**src/rtl/pwm_timer_bank.sv**
```systemverilog
module pwm_timer_bank #(
  parameter int NTMR = 8,
  parameter int CW = 32,
  parameter int AW = 8,
  parameter logic [CW-1:0] VERSION = 32'h5054_0102
) (
  input  logic            clk,
  input  logic            rst_n,
  input  logic            wr_en,
  input  logic            rd_en,
  input  logic [AW-1:0]   addr,
  input  logic [CW-1:0]   wdata,
  output logic [CW-1:0]   rdata,
  output logic [NTMR-1:0] pwm_out,
  output logic            irq
);
  localparam int STRIDE   = 'h14;
  localparam int HI_BASE  = 'hB0;
  localparam int A_ISTS   = 'hA0;
  localparam int A_EOI    = 'hA4;
  localparam int A_RAW    = 'hA8;
  localparam int A_VER    = 'hAC;
  localparam int CTLW     = 4;

  logic [NTMR-1:0][CW-1:0]   ld_lo, ld_hi, cnt;
  logic [NTMR-1:0][CTLW-1:0] ctrl;
  logic [NTMR-1:0] phase, raw, masked, expire;
  logic [NTMR-1:0] en_v, mode_v, msk_v, pwm_v;
  logic [NTMR-1:0] sel_lo, sel_cnt, sel_ctl, sel_eoi, sel_sts, sel_hi;
  logic [CW-1:0]   rd_val;
  logic            g_eoi;

  always_comb begin
    for (int i = 0; i < NTMR; i++) begin
      sel_lo[i]  = addr == AW'(i*STRIDE);
      sel_cnt[i] = addr == AW'(i*STRIDE + 4);
      sel_ctl[i] = addr == AW'(i*STRIDE + 8);
      sel_eoi[i] = addr == AW'(i*STRIDE + 12);
      sel_sts[i] = addr == AW'(i*STRIDE + 16);
      sel_hi[i]  = addr == AW'(HI_BASE + 4*i);
      en_v[i]    = ctrl[i][0];
      mode_v[i]  = ctrl[i][1];
      msk_v[i]   = ctrl[i][2];
      pwm_v[i]   = ctrl[i][3];
      expire[i]  = ctrl[i][0] && (cnt[i] == '0);
    end
  end

  assign g_eoi   = rd_en && (addr == AW'(A_EOI));
  assign masked  = raw & ~msk_v;
  assign irq     = |masked;
  assign pwm_out = phase & en_v & pwm_v;

  always_ff @(posedge clk or negedge rst_n) begin
    if (!rst_n) begin
      ld_lo <= '0;
      ld_hi <= '0;
      cnt   <= '0;
      ctrl  <= '0;
      phase <= '0;
      raw   <= '0;
    end else begin
      for (int i = 0; i < NTMR; i++) begin
        if (wr_en && sel_lo[i]) ld_lo[i] <= wdata;
        if (wr_en && sel_hi[i]) ld_hi[i] <= wdata;
        if (wr_en && sel_ctl[i]) ctrl[i] <= wdata[CTLW-1:0];

        if (wr_en && sel_ctl[i] && wdata[0] && !en_v[i]) begin
          cnt[i]   <= ld_lo[i];
          phase[i] <= 1'b0;
        end else if (expire[i]) begin
          if (pwm_v[i]) begin
            cnt[i]   <= phase[i] ? ld_lo[i] : ld_hi[i];
            phase[i] <= ~phase[i];
          end else if (mode_v[i]) begin
            cnt[i] <= ld_lo[i];
          end else begin
            cnt[i] <= '1;
          end
        end else if (en_v[i]) begin
          cnt[i] <= cnt[i] - CW'(1);
        end

        if (expire[i]) raw[i] <= 1'b1;
        else if (g_eoi || (rd_en && sel_eoi[i])) raw[i] <= 1'b0;
      end
    end
  end

  always_comb begin
    rd_val = '0;
    if (addr == AW'(A_ISTS)) rd_val = CW'(masked);
    if (addr == AW'(A_RAW))  rd_val = CW'(raw);
    if (addr == AW'(A_VER))  rd_val = VERSION;
    for (int i = 0; i < NTMR; i++) begin
      if (sel_lo[i])  rd_val = ld_lo[i];
      if (sel_cnt[i]) rd_val = cnt[i];
      if (sel_ctl[i]) rd_val = CW'(ctrl[i]);
      if (sel_sts[i]) rd_val = CW'(masked[i]);
      if (sel_hi[i])  rd_val = ld_hi[i];
    end
  end

  always_ff @(posedge clk or negedge rst_n) begin
    if (!rst_n) rdata <= '0;
    else if (rd_en) rdata <= rd_val;
  end
endmodule

```
**config.mk**
```make
export PLATFORM = sky130hd
export DESIGN_NAME = pwm_timer_bank
export DESIGN_NICKNAME = d
export VERILOG_FILES = /design/src/rtl/pwm_timer_bank.sv
export SDC_FILE = /design/constraint.sdc
export NUM_CORES = 2
export LEC_CHECK = 0
export ABC_CLOCK_PERIOD_IN_PS = 2900
export BUFFER_PORTS_ARGS = -buffer_cell sky130_fd_sc_hd__buf_2
export CORE_MARGIN = 1.5
export CORE_UTILIZATION = 49
export CTS_BUF_LIST = sky130_fd_sc_hd__clkbuf_4 sky130_fd_sc_hd__clkbuf_8 sky130_fd_sc_hd__clkbuf_16
export CTS_CLUSTER_SIZE = 25
export DETAILED_ROUTE_END_ITERATION = 7
export GPL_TIMING_DRIVEN = 0
export PLACE_DENSITY = 0.67
export SLEW_MARGIN = 20
export SYNTH_ARGS = -nofsm -noshare
export SYNTH_HDL_FRONTEND = slang
export SYNTH_SLANG_ARGS = --single-unit
```
**constraint.sdc**
```tcl
create_clock -name clk -period 2.9 [get_ports clk]
set_input_delay 0.29 -clock clk [delete_from_list [all_inputs] [get_ports clk]]
set_output_delay 0.29 -clock clk [all_outputs]
set_load 0.02 [all_outputs]
```
* Word-level counts from Yosys, hierarchy flattened
Cells that the tools add are included.
** Operators by class
- Bitwise logic cells :: 12
- Add/sub/neg operators :: 8
- Multiplexer cells :: 131
- Reductions and logical operators :: 123
- Eq/ne operators :: 51
** Operator list (number)
- $mux 32 :: 90
- $logic_not 32->1 :: 8
- $sub 32x1->32 const B :: 8
- $eq 8x8->1 const B :: 20
- $eq 8x7->1 const B :: 16
- $eq 8x6->1 const B :: 8
- $logic_and 1x1->1 :: 57
- $reduce_bool 2->1 :: 24
- $mux 1 :: 40
- $eq 8x5->1 const B :: 4
- $and 8x8->8 :: 3
- $reduce_bool 3->1 :: 8
- $eq 8x4->1 const B :: 2
- $reduce_and 2->1 :: 8
- $eq 8x3->1 const B :: 1
- $logic_not 1->1 :: 8
- $logic_not 8->1 :: 1
- $logic_or 1x1->1 :: 8
- $mux 8 :: 1
- $not 1->1 :: 8
- $not 8->8 :: 1
- $reduce_or 8->1 :: 1
** Storage, ports and cells
- Input port bits :: 44
- Bits in registers :: 848
- Logic and storage cells :: 374

* Logic depth before layout (Yosys ltp)
- Depth after elaboration :: 45
- Depth in mapped cells :: 11
- Gate-level depth less buffers :: 9

* Worst setup path before layout
OpenSTA, ideal clock, no wires.
- Path kind :: register to register
- Start point :: register cnt[206] in the netlist's numbering
- End point :: register cnt[218] in the netlist's numbering
- Path slack :: -0.190 ns
- Setup time :: 0.137 ns
- Required time :: 2.763 ns
- Path buffers :: 2
- Stages on the path, launching flop included :: 9
- Period minus slack after synthesis :: 3.090 ns
- Arrival time :: 2.953 ns
- Path through :: dfrtp_1 -> or4_4 -> or4_4 -> or4_4 -> or4_1 -> buf_2 -> buf_6 -> o221ai_2 -> a21oi_1
** Between the ends
- Longest elaborated chain between the ends :: 4
- Elaborated cells on any way between the ends :: 7
- Those cells by class :: add/sub: 1; mux: 3; reduce/logical: 3
** Ends and longest elaborated chain
- from (decl) :: line 25 : logic [NTMR-1:0][CW-1:0] ld_lo, ld_hi, cnt;
- from (signal, indexed assignment) :: line 69 : cnt[i] <= ld_lo[i];
- from (signal, indexed assignment) :: line 73 : cnt[i] <= phase[i] ? ld_lo[i] : ld_hi[i];
- from (signal, indexed assignment) :: line 76 : cnt[i] <= ld_lo[i];
- $sub 32x1->32 or $logic_not 32->1 (tied branches) :: line 81, 45
- $mux 32 or $logic_and 1x1->1 (tied branches) :: line 80, 45
- $mux 32 :: line 71 : end else if (expire[i]) begin
- $mux 32 :: line 68 : if (wr_en && sel_ctl[i] && wdata[0] && !en_v[i]) begin
Several ways; a longest one is shown, not always the timed one. The select of a mux whose other input is x is not followed.
A chain may end at the register's enable or synchronous reset.

* Worst setup path after layout
- Start point :: input port addr[5]
- End point :: register rdata[22]
** Between the ends
- Longest elaborated chain between the ends :: 42
- Elaborated cells on any way between the ends :: 82
- Those cells by class :: eq/ne: 40; mux: 41; reduce/logical: 1
** Ends and longest elaborated chain
- from (decl) :: line 11 : input logic [AW-1:0] addr,
- $eq 8x8->1 :: line 94 : if (addr == AW'(A_VER)) rd_val = VERSION;
- $mux 32 :: line 94
- $mux 32 :: line 96 : if (sel_lo[i]) rd_val = ld_lo[i];
- $mux 32 :: line 97 : if (sel_cnt[i]) rd_val = cnt[i];
- $mux 32 :: line 98 : if (sel_ctl[i]) rd_val = CW'(ctrl[i]);
- $mux 32 :: line 99 : if (sel_sts[i]) rd_val = CW'(masked[i]);
- $mux 32 :: line 100 : if (sel_hi[i]) rd_val = ld_hi[i];
- $mux 32 :: line 96
- [26 not listed]
- $mux 32 :: line 98
- $mux 32 :: line 99
- $mux 32 :: line 100
- $mux 32 :: line 96
- $mux 32 :: line 97
- $mux 32 :: line 98
- $mux 32 :: line 99
- $mux 32 (*) :: line 100
- to (signal assigned) :: line 106 : else if (rd_en) rdata <= rd_val;
- to (decl) :: line 13 : output logic [CW-1:0] rdata,
Every way passes the cells marked *; elsewhere a longest branch is shown, timed or not.

==> run_results.csv <==
group,metric,value,unit
setup_path,startpoint_type,"input port",
floorplanning,die_x,324.4,um
setup_path,crit_type,"input port to register",
finish,area_delta_synth_final,19.07,%
synth,ys_warn_count,0,
setup_path,arrival,3.90,ns
routing,viasPerCell,7.386,
global_routing,grt_pass1_wl,394.0,mm
clock_tree,cts_tree,"done",
finish,drive_gt1_frac,0.2480,
synth,synthTopCellsByArea,"dfrtp_1, mux2_2, mux2i_1",
synth,synth_flop_cell,"dfrtp_1",
synth,async_flop_share,1.000,
synth,synth_edf_count,0,
outcome,failed_checks,"DRC, setup timing",
clock_tree,clk_transition_reported_paths,0.06,ns
min_path,min_path_type,"input port to async pin",
global_routing,gr-total-overflow,0,
finish,nNetsFinal,5720,
place,place_hpwl,214.5,mm
synth,synth_compound_area_frac,0.1943,
sta,fin_crit,3.287,ns
sta,hold_violations,0,
routing,drc,10,
clock_tree,cts_buffer_depth,3,
global_routing,grt_max_degree,129,
outcome,outcome,"finished with violations",
synth,synth_cell_types,87,
place,io_buffers,82,
sta,fin_ws,-0.3866,ns
synth,synthMuxAreaShare,0.1706,
clock_tree,cts-buffers-inserted,100,
synth,postSynthAreaPerCell,9.406,um2
floorplanning,io_pins,85,
finish,finalInstanceArea,0.06026,mm2
finish,nFillCells,9079,
synth,synthSimpleGateAreaFrac,0.1526,
power_and_ir_drop,powerDensity,641.5,mW/mm2
sta,maxSlewHeadroom,0.1425,
synth,synth_xor_xnor_area_share,0.02492,
synth,netlist_area,0.05061,mm2
sta,whs,0.06965,ns
sta,clock.fmax,304.3,MHz
place,place_congestion,1.103,
synth,ys_ff_latch,848,
routing,ant_nets,0,
synth,synth_top_area_cell,"dfrtp_1",
floorplanning,core,0.1020,mm2
clock_tree,cts_sinks,848,
place,dp.cells,6859,
synth,synth_top_family_by_area,"compound AO/OA/AOI/OAI gates",
floorplanning,start_util,0.4960,
sta,post-route-period-util,1.133,
setup_path,crit_chain,"buf_2 -> buf_2 -> nand4bb_1 -> clkbuf_2 -> nor2_2 -> a221oi_4 -> o211ai_1 -> o211ai_1 -> nand4_1 -> a21o_1",
routing,drt_pass1_iterations,8,
setup_path,slowest_stage,"nand4_1",
setup_path,required,3.51,ns
synth,synth_adder_area_share,0.001978,
power_and_ir_drop,ir_drop,0.8040,mV
sta,rsz0062_at_grt,"yes",
power_and_ir_drop,power,38.65,mW
finish,fin_util,0.5906,
sta,fin_skew,0.02743,ns
synth,ys_seq_area_frac,0.4193,
clock_tree,root_buffer,"clkbuf_16",
floorplanning,row_count,117,
routing,via_count,53170,
sta,setup_violations,48,
global_routing,grt_pass1_vias,47940,
routing,initialDrtViolationCount,8680,
sta,tightestPinTransition,1.286,ns
flow_run,drv_cap,0,
routing,wl_per_cell,40.10,um
floorplanning,die_area,0.1052,mm2
finish,finalNonFillerCells,7199,
place,placedInstanceArea,0.05357,mm2
setup_path,path_max_fanout,10,
setup_path,critPathMaxStageDelay,0.73,ns
setup_path,worstSetupEndpointType,"register",
synth,synth_top_area_share,0.4193,
power_and_ir_drop,leakagePower,26.26,nW
synth,syn-num-nets,5432,
sta,maxSlewViolCount,0,
routing,routed_wl,288.7,mm
floorplanning,die_h,324.4,um
clock_tree,htree_levels,3,
global_routing,grt_usage,0.5349,
clock_tree,clkLatencyLatePin,0.72,ns
synth,synthCells,5380,
global_routing,grt_antenna_before_repair,57,
==> path summary, 6_finish.rpt <==
path / from / endpoint / slack [ns] / cells past startpoint
worst max-delay path: addr[5] / rdata[22] / -0.39 / 10
min in group clk: wdata[1] / ld_hi[33] / 0.11 / 2
worst min register to register: raw[2] / raw[2] / 0.50 / 2
worst min-delay path: rst_n / cnt[151] / 0.07 / 2
worst max register to register: cnt[206] / cnt[219] / -0.16 / 8
max in group asynchronous: rst_n / cnt[48] / 0.72 / 5
==> critical path, delay by kind of cell <==
kind / cells / cell delay [ns]
compound gates: 4 / 1.66
simple gates: 3 / 1.10
buf+inv: 3 / 0.81
==> state kept, by name (all words and copies together), names as in the netlist <==
| register | cells |
|---|---|
| ctrl | 32 |
| rdata | 32 |
| phase | 8 |
| ld_hi | 256 |
| cnt | 256 |
| raw | 8 |
| ld_lo | 256 |
==> power breakdown <==
part	internal, mW	switching, mW	leakage, nW	total, mW
Combinational	3.34	4.90	13.5	8.23
Sequential	13.5	3.67	11.1	17.2
Clock	7.66	5.58	1.68	13.2
==> layout make-up <==
class | instances | area [um2] | area share
Multi-Input combinational cell | 4051 | 29540 | 0.4903
Sequential cell | 848 | 21240 | 0.3525
Clock buffer | 142 | 2985 | 0.04954
Buffer | 409 | 2057 | 0.03414
Timing Repair Buffer | 207 | 1942 | 0.03223
Tap cell | 1368 | 1712 | 0.02841
Clock inverter | 35 | 355.3 | 0.005897
Antenna cell | 88 | 220.2 | 0.003655
Inverter | 51 | 200.2 | 0.003322
==> per-stage QoR <==
step / TNS (ns) / setup WS [ns]
2_1_floorplan: -0.7396 / -0.08154
3_3_place_gp: - / -17.52
3_5_place_dp: -802.42 / -2.696
4_1_cts: -4.502 / -0.2234
5_1_grt: -3.831 / -0.2002
6_report: -4.104 / -0.3866
==> Yosys cell counts (79+ instances only) <==
cell type	number
clkbuf_1	362
mux2i_1	246
o21ai_0	297
mux2_2	548
nand3_1	79
a21oi_1	339
nor3_1	147
nand2_1	412
o22ai_1	145
nor2_1	577
o211ai_1	108
a221oi_1	103
dfrtp_1	848
==> metal layers <==
layer	wire length, um	up-vias	global-route usage
met2	112300	4746	0.7098
met1	103000	26310	0.6692
met4	29740	12	0.4384
li1	-	20950	-
met5	149	-	0.01178
met3	43500	1153	0.2270
==> cell families after synthesis <==
logic type               count (synthesis)
AO/OA/AOI/OAI                         1477
flip-flops                             848
buffers and inverters                  482
multiplexers                           794
AND/OR/NAND/NOR                       1627
XOR/XNOR                               144
adder cells (fa/ha/maj)                  8
==> cells in the final DEF, fill, tap and decap left out, types with 22 or more instances in the layout <==
cell       Yosys  routed
diode_2        0      88
clkbuf_2       0     107
clkbuf_8       0      28
buf_2         14      98
or4_1         40      30
and3_1        63      63
buf_1         53      42
clkbuf_16      0     105
buf_4          1     102
dfrtp_1      848     830
mux2i_1      246     232
a221o_1       23      23
a221oi_1     103      94
o211ai_1     108     108
a31oi_1       53      36
nor3_2         1      22
clkbuf_1     362     191
xnor2_1       76      76
nand4_1       22      22
nor4_1        66      44
clkbuf_4       0      33
o21ai_0      297     269
mux2_2       548     548
o31ai_1       28      25
a211oi_1      37      28
o221ai_1      67      62
a21oi_1      339     329
nor2b_1       26      23
o22ai_1      145     134
xor2_1        68      68
nor3_1       147     120
nand2_1      412     405
or3_1         65      51
nor2_1       577     541
inv_1         47      45
buf_16         0      25
a22oi_1       64      60
nand3_1       79      71
==> timing repair <==
| action | 4_1_cts | 5_1_grt |
|---|---|---|
| pin swaps | 49 | 47 |
| setup buffers | 57 | 30 |
| hold buffers | 2 | 0 |
| resized for setup | 405 | 277 |
| cloned | 3 | 5 |
| setup endpoints to repair | 661 | 331 |
| hold endpoints to repair | 293 | 0 |
(Power assumes the default switching activity.)
